File: src/rtl/cpwm_pkg.sv
package cpwm_pkg;

    typedef enum logic [1:0] {
        TRIP_LATCHED = 2'd0,
        TRIP_ARMED   = 2'd1,
        TRIP_RUN     = 2'd2
    } trip_state_e;

endpackage

File: src/rtl/cpwm_timebase.sv
module cpwm_timebase #(
    parameter int CW = 12
) (
    input  logic          clk,
    input  logic          rst_n,
    input  logic [CW-1:0] period_i,
    input  logic          sync_i,
    input  logic          phase_en_i,
    input  logic [CW-1:0] phase_i,
    output logic [CW-1:0] cnt_o,
    output logic          up_o,
    output logic          zero_o,
    output logic          prd_o
);
    localparam logic [CW-1:0] ONE = CW'(1);

    logic [CW-1:0] cnt_q;
    logic          up_q;

    always_ff @(posedge clk) begin
        if (!rst_n) begin
            cnt_q <= '0;
            up_q  <= 1'b1;
        end else if (sync_i && phase_en_i) begin
            if (phase_i >= period_i) begin
                cnt_q <= period_i;
                up_q  <= 1'b0;
            end else begin
                cnt_q <= phase_i;
                up_q  <= 1'b1;
            end
        end else if (period_i == '0) begin
            cnt_q <= '0;
            up_q  <= 1'b1;
        end else if (up_q) begin
            if (cnt_q >= period_i) begin
                cnt_q <= cnt_q - ONE;
                up_q  <= 1'b0;
            end else begin
                cnt_q <= cnt_q + ONE;
                up_q  <= ((cnt_q + ONE) != period_i);
            end
        end else begin
            if (cnt_q == '0) begin
                cnt_q <= ONE;
                up_q  <= 1'b1;
            end else begin
                cnt_q <= cnt_q - ONE;
                up_q  <= (cnt_q == ONE);
            end
        end
    end

    assign cnt_o  = cnt_q;
    assign up_o   = up_q;
    assign zero_o = (cnt_q == '0);
    assign prd_o  = (cnt_q == period_i);

endmodule

File: src/rtl/cpwm_action.sv
module cpwm_action #(
    parameter int CW = 12
) (
    input  logic          clk,
    input  logic          rst_n,
    input  logic [CW-1:0] cnt_i,
    input  logic          up_i,
    input  logic          zero_i,
    input  logic          prd_i,
    input  logic [CW-1:0] cmp_i,
    input  logic          load_on_prd_i,
    output logic          src_o
);
    logic [CW-1:0] act_cmp_q;
    logic          src_q;
    logic          load_w;
    logic          match_w;

    assign load_w  = zero_i || (load_on_prd_i && prd_i);
    assign match_w = (cnt_i == act_cmp_q);

    // active compare: all ones after reset so nothing matches before the first load
    always_ff @(posedge clk) begin
        if (!rst_n) begin
            act_cmp_q <= '1;
        end else if (load_w) begin
            act_cmp_q <= cmp_i;
        end
    end

    always_ff @(posedge clk) begin
        if (!rst_n) begin
            src_q <= 1'b0;
        end else if (match_w) begin
            src_q <= up_i;
        end
    end

    assign src_o = src_q;

endmodule

File: src/rtl/cpwm_deadband.sv
module cpwm_deadband #(
    parameter int DW = 8
) (
    input  logic          clk,
    input  logic          rst_n,
    input  logic          src_i,
    input  logic [DW-1:0] red_i,
    input  logic [DW-1:0] fed_i,
    output logic          rise_o,
    output logic          fall_o
);
    localparam logic [DW-1:0] ONE = DW'(1);

    logic [DW-1:0] hi_cnt_q;
    logic [DW-1:0] lo_cnt_q;

    // time spent high, saturating
    always_ff @(posedge clk) begin
        if (!rst_n || !src_i) begin
            hi_cnt_q <= '0;
        end else if (hi_cnt_q != '1) begin
            hi_cnt_q <= hi_cnt_q + ONE;
        end
    end

    // time spent low, saturating; starts saturated so reset looks settled
    always_ff @(posedge clk) begin
        if (!rst_n) begin
            lo_cnt_q <= '1;
        end else if (src_i) begin
            lo_cnt_q <= '0;
        end else if (lo_cnt_q != '1) begin
            lo_cnt_q <= lo_cnt_q + ONE;
        end
    end

    assign rise_o = src_i && (hi_cnt_q >= red_i);
    assign fall_o = src_i || (lo_cnt_q < fed_i);

endmodule

File: src/rtl/cpwm_trip_fsm.sv
module cpwm_trip_fsm
    import cpwm_pkg::*;
(
    input  logic clk,
    input  logic rst_n,
    input  logic force_i,
    input  logic clr_i,
    input  logic zero_i,
    output logic run_o
);
    trip_state_e state_q;
    trip_state_e state_d;

    always_ff @(posedge clk) begin
        if (!rst_n) begin
            state_q <= TRIP_LATCHED;
        end else begin
            state_q <= state_d;
        end
    end

    always_comb begin
        state_d = state_q;
        unique case (state_q)
            TRIP_LATCHED: begin
                if (!force_i && clr_i) begin
                    state_d = TRIP_ARMED;
                end
            end
            TRIP_ARMED: begin
                if (force_i) begin
                    state_d = TRIP_LATCHED;
                end else if (zero_i) begin
                    state_d = TRIP_RUN;
                end
            end
            TRIP_RUN: begin
                if (force_i) begin
                    state_d = TRIP_LATCHED;
                end
            end
            default: state_d = TRIP_LATCHED;
        endcase
    end

    always_comb begin
        unique case (state_q)
            TRIP_RUN: run_o = 1'b1;
            default:  run_o = 1'b0;
        endcase
    end

endmodule

File: src/rtl/cpwm_trip_chan.sv
module cpwm_trip_chan #(
    parameter int CW = 12,
    parameter int DW = 8
) (
    input  logic          clk,
    input  logic          rst_n,
    input  logic [CW-1:0] period_i,
    input  logic [CW-1:0] cmp_i,
    input  logic          load_on_prd_i,
    input  logic [DW-1:0] red_dly_i,
    input  logic [DW-1:0] fed_dly_i,
    input  logic          trip_force_i,
    input  logic          trip_clr_i,
    input  logic          irq_both_i,
    input  logic          master_i,
    input  logic          sync_i,
    input  logic          phase_en_i,
    input  logic [CW-1:0] phase_i,
    output logic          pwm_a_o,
    output logic          pwm_b_o,
    output logic          sync_o,
    output logic          irq_o
);
    logic [CW-1:0] cnt_w;
    logic          up_w;
    logic          zero_w;
    logic          prd_w;
    logic          src_w;
    logic          rise_w;
    logic          fall_w;
    logic          run_w;
    logic          sync_q;
    logic          irq_q;

    cpwm_timebase #(.CW(CW)) u_tb (
        .clk(clk), .rst_n(rst_n), .period_i(period_i),
        .sync_i(sync_i), .phase_en_i(phase_en_i), .phase_i(phase_i),
        .cnt_o(cnt_w), .up_o(up_w), .zero_o(zero_w), .prd_o(prd_w)
    );

    cpwm_action #(.CW(CW)) u_aq (
        .clk(clk), .rst_n(rst_n), .cnt_i(cnt_w), .up_i(up_w),
        .zero_i(zero_w), .prd_i(prd_w), .cmp_i(cmp_i),
        .load_on_prd_i(load_on_prd_i), .src_o(src_w)
    );

    cpwm_deadband #(.DW(DW)) u_db (
        .clk(clk), .rst_n(rst_n), .src_i(src_w),
        .red_i(red_dly_i), .fed_i(fed_dly_i),
        .rise_o(rise_w), .fall_o(fall_w)
    );

    cpwm_trip_fsm u_trip (
        .clk(clk), .rst_n(rst_n), .force_i(trip_force_i),
        .clr_i(trip_clr_i), .zero_i(zero_w), .run_o(run_w)
    );

    always_ff @(posedge clk) begin
        if (!rst_n) begin
            sync_q <= 1'b0;
            irq_q  <= 1'b0;
        end else begin
            sync_q <= master_i && zero_w;
            irq_q  <= zero_w || (irq_both_i && prd_w);
        end
    end

    // trip override sits after the dead-band pair
    assign pwm_a_o = run_w ? ~rise_w : 1'b1;
    assign pwm_b_o = run_w ?  fall_w : 1'b1;
    assign sync_o  = sync_q;
    assign irq_o   = irq_q;

endmodule

File: config.mk
export PLATFORM = sky130hd
export DESIGN_NAME = cpwm_trip_chan
export DESIGN_NICKNAME = d
export VERILOG_FILES = /design/src/rtl/cpwm_pkg.sv /design/src/rtl/cpwm_timebase.sv /design/src/rtl/cpwm_action.sv /design/src/rtl/cpwm_deadband.sv /design/src/rtl/cpwm_trip_fsm.sv /design/src/rtl/cpwm_trip_chan.sv
export SDC_FILE = /design/constraint.sdc
export NUM_CORES = 1
export LEC_CHECK = 0
export ABC_AREA = 0
export ABC_CLOCK_PERIOD_IN_PS = 3300
export BUFFER_PORTS_ARGS = -buffer_cell sky130_fd_sc_hd__buf_2
export CAP_MARGIN = 30
export CORE_ASPECT_RATIO = 0.75
export CORE_UTILIZATION = 40
export DETAILED_ROUTE_END_ITERATION = 7
export GPL_TIMING_DRIVEN = 0
export PLACE_DENSITY = 0.58
export SLEW_MARGIN = 20
export SYNTH_ARGS = -nofsm -noshare
export SYNTH_HDL_FRONTEND = slang
export SYNTH_SLANG_ARGS = --single-unit
File: constraint.sdc
create_clock -name clk -period 3.3 [get_ports clk]
set_clock_uncertainty 0.05 [all_clocks]
set_input_delay 0.495 -clock clk [delete_from_list [all_inputs] [get_ports clk]]
set_output_delay 0.495 -clock clk [all_outputs]
set_load 0.005 [all_outputs]
### Yosys cells after proc, flatten, opt, wreduce, memory -nomap -nowiden

Index checks and enable logic that the tools add are counted.

* register bits after elaboration: 46
* logic and storage cells: 69
* bits of input ports: 61
* output and inout port bits: 4

* order comparisons: 4
* add/subtract/negate cells: 4
* reductions and logical operators: 18
* multiplexer cells: 22
* equal/unequal tests: 11
* bitwise gates (word level): 1

Operators with widths (count)
* 12-bit two-way mux: 6
* 12-bit == test: 2
* 12-bit >= comparator: 2
* 12-bit zero test: 2
* 8-bit by 1-bit adder with 8-bit output (second input constant): 2
* 8-bit two-way mux: 2
* 8-bit != test (second input constant): 2
* 12-bit by 1-bit adder with 12-bit output (second input constant): 1
* 12-bit by 1-bit == test with 1-bit output (second input constant): 1
* 12-bit != test: 1
* 12-bit by 1-bit subtractor with 12-bit output (second input constant): 1
* 1-bit two-way mux: 9
* 8-bit >= comparator: 1
* 8-bit < comparator: 1
* 2-bit two-way mux: 4
* 1-bit logical AND: 6
* 2-bit case mux with 3 select lines: 1
* 1-bit logical OR: 4
* 1-bit zero test: 3
* 3-bit != test (second input constant): 1
* 3-bit AND reduction: 1
* 2-bit by 1-bit == test with 1-bit output (second input constant): 1
* 2-bit == test (second input constant): 1
* 2-bit zero test: 1
* other kinds (4): 4

### Longest topological paths before layout

Gate-level depths: netlist of run 1.

* depth in word-level cells: 6
* gate-level depth with buffers: 10

### Cells and area by module

A second synthesis of run 1 with hierarchy kept.

* cell total of the unflattened synthesis: 500
* area total of the unflattened synthesis: 4081.4 sq um

By module, submodules not included
* cpwm_timebase: area an instance 2249.7 sq um, sequential area each 260.2 sq um, times used 1, cells an instance 278
* cpwm_deadband: area an instance 1081.0 sq um, sequential area each 320.3 sq um, times used 1, cells an instance 133
* cpwm_action: area an instance 588.1 sq um, sequential area each 260.2 sq um, times used 1, cells an instance 73
* cpwm_trip_fsm: area an instance 95.1 sq um, sequential area each 40.0 sq um, times used 1, cells an instance 9
* cpwm_trip_chan: area an instance 67.6 sq um, sequential area each 40.0 sq um, times used 1, cells an instance 7

### Worst setup path after synthesis of run 1

No wires, ideal clock.

* kind: reg2reg
* start point: reg u_tb.cnt_q[0] (netlist: u_tb.cnt_o[0])
* end point: reg u_tb.cnt_q[10] (netlist: u_tb.cnt_o[10])
* data required time: 3.134 ns
* library setup time: 0.116 ns
* clock period less this slack: 2.481 ns
* stages on the path, launching flop included: 10
* path slack: 0.819 ns
* path buffers: 1
* arrival: 2.315 ns
* path through: dfxtp_1 -> buf_2 -> inv_1 -> ha_1 -> nand4_1 -> o21a_1 -> o311a_1 -> a2111oi_0 -> o21ai_0 -> a31o_2

* word-level cells in the longest chain between the ends: 5
* elaborated cells between the ends (all ways): 9

Ends and longest elaborated chain
* from (decl): line cpwm_timebase.sv:17 `logic [CW-1:0] cnt_q;`
* from (signal assigned): line cpwm_timebase.sv:26 `cnt_q <= period_i;`
* from (signal assigned): line cpwm_timebase.sv:29 `cnt_q <= phase_i;`
* from (signal assigned): line cpwm_timebase.sv:37 `cnt_q <= cnt_q - ONE;`
* 12-bit by 1-bit subtractor with 12-bit output (tied with other cells): line cpwm_timebase.sv:37, cpwm_timebase.sv:48
* 12-bit two-way mux, on equally long branches: line cpwm_timebase.sv:44, cpwm_timebase.sv:36
* 12-bit two-way mux *: line cpwm_timebase.sv:35 `end else if (up_q) begin`
* 12-bit two-way mux *: line cpwm_timebase.sv:32 `end else if (period_i == '0) begin`
* 12-bit two-way mux *: line cpwm_timebase.sv:24 `end else if (sync_i && phase_en_i) begin`

Every way passes the cells marked *; elsewhere a longest branch is shown, timed or not.
A chain may end at the register's enable or synchronous reset.

### Worst setup path in the final report of run 1

* start point: reg u_tb.cnt_q[11] (netlist: u_tb.cnt_o[11])
* end point: reg u_tb.cnt_q[9] (netlist: u_tb.cnt_o[9])

* word-level cells in the longest chain between the ends: 5
* elaborated cells between the ends (all ways): 7

Ends and longest elaborated chain (line)
* 12-bit >= comparator or 12-bit zero test (tied branches): cpwm_timebase.sv:36, cpwm_timebase.sv:44
* 12-bit two-way mux, on equally long branches: cpwm_timebase.sv:36, cpwm_timebase.sv:44
* 12-bit two-way mux *: cpwm_timebase.sv:35
* 12-bit two-way mux *: cpwm_timebase.sv:32
* 12-bit two-way mux *: cpwm_timebase.sv:24

Marked as above.

==> results.yml, run 1 <==
synthesis:
  syn_area_per_cell_um2: 7.99
  yosysUniqueCellTypes: 62
  ys.warnings.count: 0
  synth_area_mm2: 0.00401
  syn-num-nets: 608
  synth_edf_count: 0
  netlist_instances: 502
  seq_area_frac_synth_pct: 22.9
  async_flop_share_pct: 0
  ys.flop_type: "dfxtp_1"
  synth_seq_cells: 46
layout:
  postLayoutCellArea_mm2: 0.00466
  nNetsFinal: 678
  multi_input_area_mm2: 0.00284
  drive_gt1_share_pct: 17.1
  diodes: 0
  n_fill_cell: 1028
  regArea_um2: 921
  final_common_cell: "buf_2"
  syn_to_final_growth_pct: 16.0
  final_core_util_pct: 48.0
  final_cell_mix: "73 x buf_2, 51 x nand2_1, 46 x dfxtp_1"
worst_setup_path:
  crit_path_start_kind: "flop"
  crit_type: "flop to flop"
  end_kind: "flop"
  crit_required_ns: 3.44
  crit_fanout: 10
  slowest_stage: "nor2_1"
  cp_cell_sequence: "ha_1 > nand4_1 > nor2_1 > o221ai_1 > clkbuf_1 > a211oi_1 > o21ai_0 > a31o_1"
  slowest_delay_ns: 0.42
  cp.arrival_ns: 3.18
timing:
  worstMarginPinSlew_ns: 0.582
  maxSlewViolCount: 0
  finalHoldWorstSlack_ns: 0.366
  tns_ns: 0
  setup_ws_ns: 0.254
  relSlewSlack_pct: 60.7
  grt_setup_unrepaired: "no"
  finalCritPeriodShare_pct: 92.3
  setup_viol: 0
  hold_viol: 0
  max_freq_mhz: 328
  fin_crit_ns: 3.05
power:
  pwr-share-seq_pct: 32.5
  leakage_nw: 2.13
  power.density_mw_per_mm2: 514
  p_switching_mw: 0.937
  p_comb_share_pct: 43.6
  p_sw_share_pct: 39.2
  power_frac_clock_pct: 23.9
  ir_drop_mv: 0.222
  p_int_mw: 1.45
floorplan:
  fp.dieH_um: 88.7
  rows: 31
  pin_count: 65
  die_w_um: 118
  core_region_area_mm2: 0.00970
  die-area_mm2: 0.0104
  start_util_pct: 41.4
global_route:
  overflow: 0
  track_usage_pct: 22.8
  grt_pass1_vias: 3579
  grt_pass1_wl_um: 18600
  grt_start_max_net_pins: 14
  antenna_found_initial: 0
clocking:
  clk_transition_reported_paths_ns: 0.06
  ctsResizeCount: 0
  ctsHoldBuffers: 0
  postCtsSetupBuffers: 0
  htree_levels: 2
  root_buffer: "clkbuf_16"
  cts_tree: "yes"
  clock_latency_ns: 0.29
  clkSinkCount: 46
  cts.path.max_buffers: 2
  cts-buffers-inserted: 5
worst_hold_path:
  min_path_type: "input port to flop"
run_status:
  status: "completed"
placement:
  dp_hpwl_um: 9430
  dpl_worst_slack_ns: 0.0675
  dpl_cell_area_mm2: 0.00449
  port_buffers: 63
  gp_congestion: 0.869
drt:
  routed_wl_um: 11700
  ant_nets: 0
  wl_per_cell_um: 16.5
  via_per_inst: 5.60
  drt-initial-drc-count: 294
  drc: 0
  first_pass_iters: 4
  vias: 3949
job:
  cap_violations: 0
==> logic make-up after synthesis <==
kind of cell               count (synthesis)  synth area share (%)
AOI/OAI and AO/OA                        114                  19.2
xor gates and xnor gates                  32                  6.98
adders and majority gates                 45                  14.0
buffers and inverters                     58                  6.39
DFF                                       46                  22.9
muxes                                     26                  6.49
and+or+nand+nor                          181                  23.9
==> synth_stat cells, types with 2 or more instances <==
| library cell | n | area, um^2 |
|---|---|---|
| a2111oi_0 | 5 | 43.8 |
| a211o_1 | 3 | 26.3 |
| a211oi_1 | 11 | 82.6 |
| a21boi_0 | 3 | 22.5 |
| a21oi_1 | 18 | 90.1 |
| a221oi_1 | 3 | 26.3 |
| a31o_2 | 2 | 17.5 |
| a31oi_1 | 7 | 43.8 |
| and3_1 | 6 | 37.5 |
| and4_1 | 2 | 17.5 |
| buf_2 | 10 | 50.1 |
| buf_4 | 3 | 22.5 |
| buf_6 | 2 | 22.5 |
| clkbuf_1 | 8 | 30.0 |
| dfxtp_1 | 46 | 921 |
| ha_1 | 45 | 563 |
| inv_1 | 35 | 131 |
| mux2i_1 | 26 | 260 |
| nand2_1 | 51 | 191 |
| nand2b_1 | 9 | 56.3 |
| nand3_1 | 19 | 95.1 |
| nand4_1 | 8 | 50.1 |
| nor2_1 | 29 | 109 |
| nor2b_1 | 6 | 37.5 |
| nor3_1 | 15 | 75.1 |
| nor4_1 | 10 | 62.6 |
| nor4_4 | 2 | 42.5 |
| nor4b_1 | 2 | 17.5 |
| o211ai_1 | 4 | 30.0 |
| o21a_1 | 4 | 30.0 |
| o21ai_0 | 30 | 150 |
| o22ai_1 | 2 | 12.5 |
| o311ai_0 | 2 | 17.5 |
| o31ai_1 | 3 | 22.5 |
| or2_2 | 4 | 25.0 |
| or3_1 | 10 | 62.6 |
| or4_1 | 2 | 15.0 |
| xnor2_1 | 14 | 123 |
| xor2_1 | 18 | 158 |
==> power by group through the flow <==
stage	combinational, mW	clock [mW]	sequential (mW)
CTS	1.03	0.586	0.775
global placement	0.994	0	0.784
floorplan	0.770	0	0.750
global route	1.18	0.601	0.789
detailed placement	1.02	0	0.787
finish	1.04	0.572	0.776
==> registers in the layout (all words and copies together) (netlist names) <==
signal and flops:
u_aq.act_cmp_q 12, u_tb.cnt_o 12, u_db.hi_cnt_q 8, u_db.lo_cnt_q 8, u_trip.state_q 2, irq_o 1
sync_o 1, u_aq.src_o 1, u_tb.up_o 1
==> metal layers <==
layer / track usage [%] / share of wire (%) / vias up
met2: 34.3 / 42 / 100
met4: 6.18 / 1.5 / 0
met1: 33.3 / 50 / 1859
met5: 0 / 0 / -
li1: - / - / 1977
met3: 3.74 / 6.2 / 13
==> cell type report <==
| type | count | area share [%] |
|---|---|---|
| plain buffers | 23 | 2.69 |
| clock buffers | 7 | 2.85 |
| clock inverters | 1 | 0.645 |
| inverters | 35 | 2.82 |
| multi-input cells | 398 | 60.9 |
| flip-flops and latches | 46 | 19.8 |
| well taps | 132 | 3.55 |
| repair buffers | 63 | 6.77 |
==> worst max-delay path: cells and delay by family, from the launching register on <==
family	cells	cell delay (ns)
buf+inv	1	0.33
compound gates	4	1.18
flops	1	0.41
fa+ha+maj	1	0.34
simple gates	2	0.63
==> worst paths after layout <==
kind	endpoint	slack [ns]	start	cells after the start
max reg2reg	u_tb.cnt_o[9]$_SDFF_PN0_	0.25	u_tb.cnt_o[11]$_SDFF_PN0_	8
max	u_tb.cnt_o[9]$_SDFF_PN0_	0.25	u_tb.cnt_o[11]$_SDFF_PN0_	8
min reg2reg	u_trip.state_q[0]$_SDFFE_PN0P_	0.44	u_trip.state_q[0]$_SDFFE_PN0P_	1
min	u_aq.act_cmp_q[0]$_SDFFE_PN1P_	0.37	cmp_i[0]	3
==> stage by stage <==
step | instances | total power [mW]
2_1_floorplan | 502 | 1.52
3_3_place_gp | 697 | 1.78
3_5_place_dp | 697 | 1.81
4_1_cts | 705 | 2.39
5_1_grt | 705 | 2.57
6_report | 705 | 2.39
Note: power is estimated with default switching activity, not from simulation.
==> run 2, diff against run 1 <==
ABC_CLOCK_PERIOD_IN_PS = 2750   (was 3300)
PLACE_DENSITY = 0.6   (was 0.58)
SLEW_MARGIN = unset   (was 20)
clock period = 2.75 ns   (was 3.3 ns; I/O delays follow)
==> run 2 against run 1 <==
Sequential cell count is the same. Global-route usage grew 0.080 points. Utilization is 1.8 points higher. Clock-buffer cell count is 1 lower. Sequential share of layout area down 0.68 points. First-iteration DRC count is 16% higher. Combinational power increased by 26%. Cell count increased by 0.43%. Critical endpoint unchanged.
==> results.yml, run 2 (synthesis gave the netlist of run 1 again) <==
clocking:
  root_buffer: "clkbuf_16"
  clkSinkCount: 46
  cts.path.max_buffers: 2
  htree_levels: 2
  cts-buffers-inserted: 5
  clk_transition_reported_paths_ns: 0.07
  cts_tree: "yes"
  ctsHoldBuffers: 0
  clock_latency_ns: 0.30
layout:
  nNetsFinal: 681
  syn_to_final_growth_pct: 20.3
  n_fill_cell: 971
  postLayoutCellArea_mm2: 0.00483
  multi_input_area_mm2: 0.00293
  diodes: 0
  drive_gt1_share_pct: 20.0
  regArea_um2: 922
  final_cell_mix: "71 x buf_2, 50 x nand2_1, 45 x dfxtp_1"
  final_common_cell: "buf_2"
drt:
  first_pass_iters: 5
  vias: 4005
  drc: 0
  wl_per_cell_um: 16.7
  via_per_inst: 5.66
  drt-initial-drc-count: 341
  ant_nets: 0
  routed_wl_um: 11800
global_route:
  overflow: 0
  grt_util_met3_pct: 5.09
  antenna_found_initial: 0
  grtUsageMet2_pct: 32.8
  grt_start_max_net_pins: 15
  grt_pass1_vias: 3574
  track_usage_pct: 22.8
  grt_pass1_wl_um: 18500
  use_met1_pct: 33.4
  grt.busiest_layer: "met1"
worst_setup_path:
  end_kind: "flop"
  critPathLaunch: "u_tb.cnt_o[0]$_SDFF_PN0_"
  cp.arrival_ns: 2.79
  cp_cell_sequence: "buf_6 > clkinvlp_4 > ha_4 > nand4_1 > o21a_2 > o311a_4 > buf_4 > a211oi_4 > o21ai_0 > a31o_1"
  r2r_cells: 10
  crit_type: "flop to flop"
  endpoint: "u_tb.cnt_o[9]$_SDFF_PN0_"
  r2r-start: "u_tb.cnt_o[0]$_SDFF_PN0_"
  crit_required_ns: 2.89
  crit_path_start_kind: "flop"
  r2r_slack_ns: 0.1
  crit_fanout: 10
  slowest_delay_ns: 0.39
  r2r_end: "u_tb.cnt_o[9]$_SDFF_PN0_"
  slowest_stage: "o311a_4"
timing:
  hold_viol: 0
  max_freq_mhz: 377
  fin_crit_ns: 2.65
  worstMarginPinSlew_ns: 0.646
  tns_ns: 0
  maxSlewViolCount: 0
  relSlewSlack_pct: 56.4
  finalCritPeriodShare_pct: 96.4
  grt_setup_unrepaired: "no"
  setup_ws_ns: 0.0985
  setup_viol: 0
placement:
  dpl_cell_area_mm2: 0.00449
  dpl_worst_slack_ns: -0.387
  port_buffers: 63
  gp_congestion: 0.871
  dp_hpwl_um: 9220
power:
  power.density_mw_per_mm2: 635
  p_comb_share_pct: 42.8
  p_sw_share_pct: 38.4
  ir_drop_mv: 0.246
  pwr-share-seq_pct: 30.5
  p_int_mw: 1.89
  leakage_nw: 2.19
  p_total_mw: 3.07
  power_frac_clock_pct: 26.8
  p_switching_mw: 1.18
run_status:
  status: "completed"
floorplan:
  rows: 31
  die-area_mm2: 0.0104
  pin_count: 65
  die_w_um: 118
  start_util_pct: 41.4
  fp.dieH_um: 88.7
  core_region_area_mm2: 0.00970
worst_hold_path:
  min_path_type: "input port to flop"
job:
  cap_violations: 0
[run 2: cell count changes in the layout (fill, tap and decap cells not counted), sizes merged]
cell      delta
buf          +3
clkbuf       -1
inv          -1
bufinv       +1
clkinvlp     +1
[run 2: worst min path at each step]
stage	to	from	cells past startpoint	slack [ns]
detailed placement	u_trip.state_q[0]$_SDFFE_PN0P_	u_trip.state_q[0]$_SDFFE_PN0P_	1	0.42
floorplan	u_trip.state_q[0]$_SDFFE_PN0P_	u_trip.state_q[0]$_SDFFE_PN0P_	1	0.39
global route	u_aq.act_cmp_q[9]$_SDFFE_PN1P_	cmp_i[9]	3	0.28
global placement	u_trip.state_q[0]$_SDFFE_PN0P_	u_trip.state_q[0]$_SDFFE_PN0P_	1	0.40
finish	u_aq.act_cmp_q[5]$_SDFFE_PN1P_	cmp_i[5]	3	0.28
CTS	u_aq.act_cmp_q[6]$_SDFFE_PN1P_	cmp_i[6]	3	0.27
[run 2: repair_timing]
action	4_1_cts	5_1_grt
setup endpoints to repair	5	11
buffers inserted	0	3
pin swaps	1	0
cloned	0	0
hold endpoints to repair	0	0
resized for setup	5	18
[run 2: layout make-up]
| type | count | area share, % |
|---|---|---|
| multi-input cells | 398 | 60.8 |
| flip-flops and latches | 46 | 19.1 |
| plain buffers | 23 | 2.80 |
| inverters | 35 | 2.80 |
| well taps | 132 | 3.42 |
| clock buffers | 6 | 2.88 |
| clock inverters | 2 | 1.24 |
| repair buffers | 66 | 7.00 |
[run 2: through the flow]
stage	hold WS, ns	utilization [%]	cells
floorplan	0.385	-	502
global placement	0.400	46.3	697
detailed placement	0.416	46.3	697
CTS	0.273	48.5	705
global route	0.282	49.8	708
finish	0.278	49.8	708
[run 2: power by group through the flow]
stage	Combinational (mW)	Sequential [mW]	Clock [mW]
floorplan	0.924	0.900	0
global placement	1.20	0.938	0
detailed placement	1.22	0.943	0
CTS	1.23	0.931	0.833
global route	1.47	0.950	0.857
finish	1.31	0.934	0.820
[run 2: worst max-delay path: cells and delay by family (launching register included)]
family / cells / cell delay [ns]
compound gates: 5 / 1.24
fa+ha+maj: 1 / 0.30
buf+inv: 3 / 0.49
flops: 1 / 0.37
simple gates: 1 / 0.09
[run 2: per-layer routing]
layer | share of wire, % | wire, um
met1 | 50 | 5870
met2 | 41 | 4860
met3 | 7.3 | 862
met4 | 2.0 | 242
met5 | 0 | 0
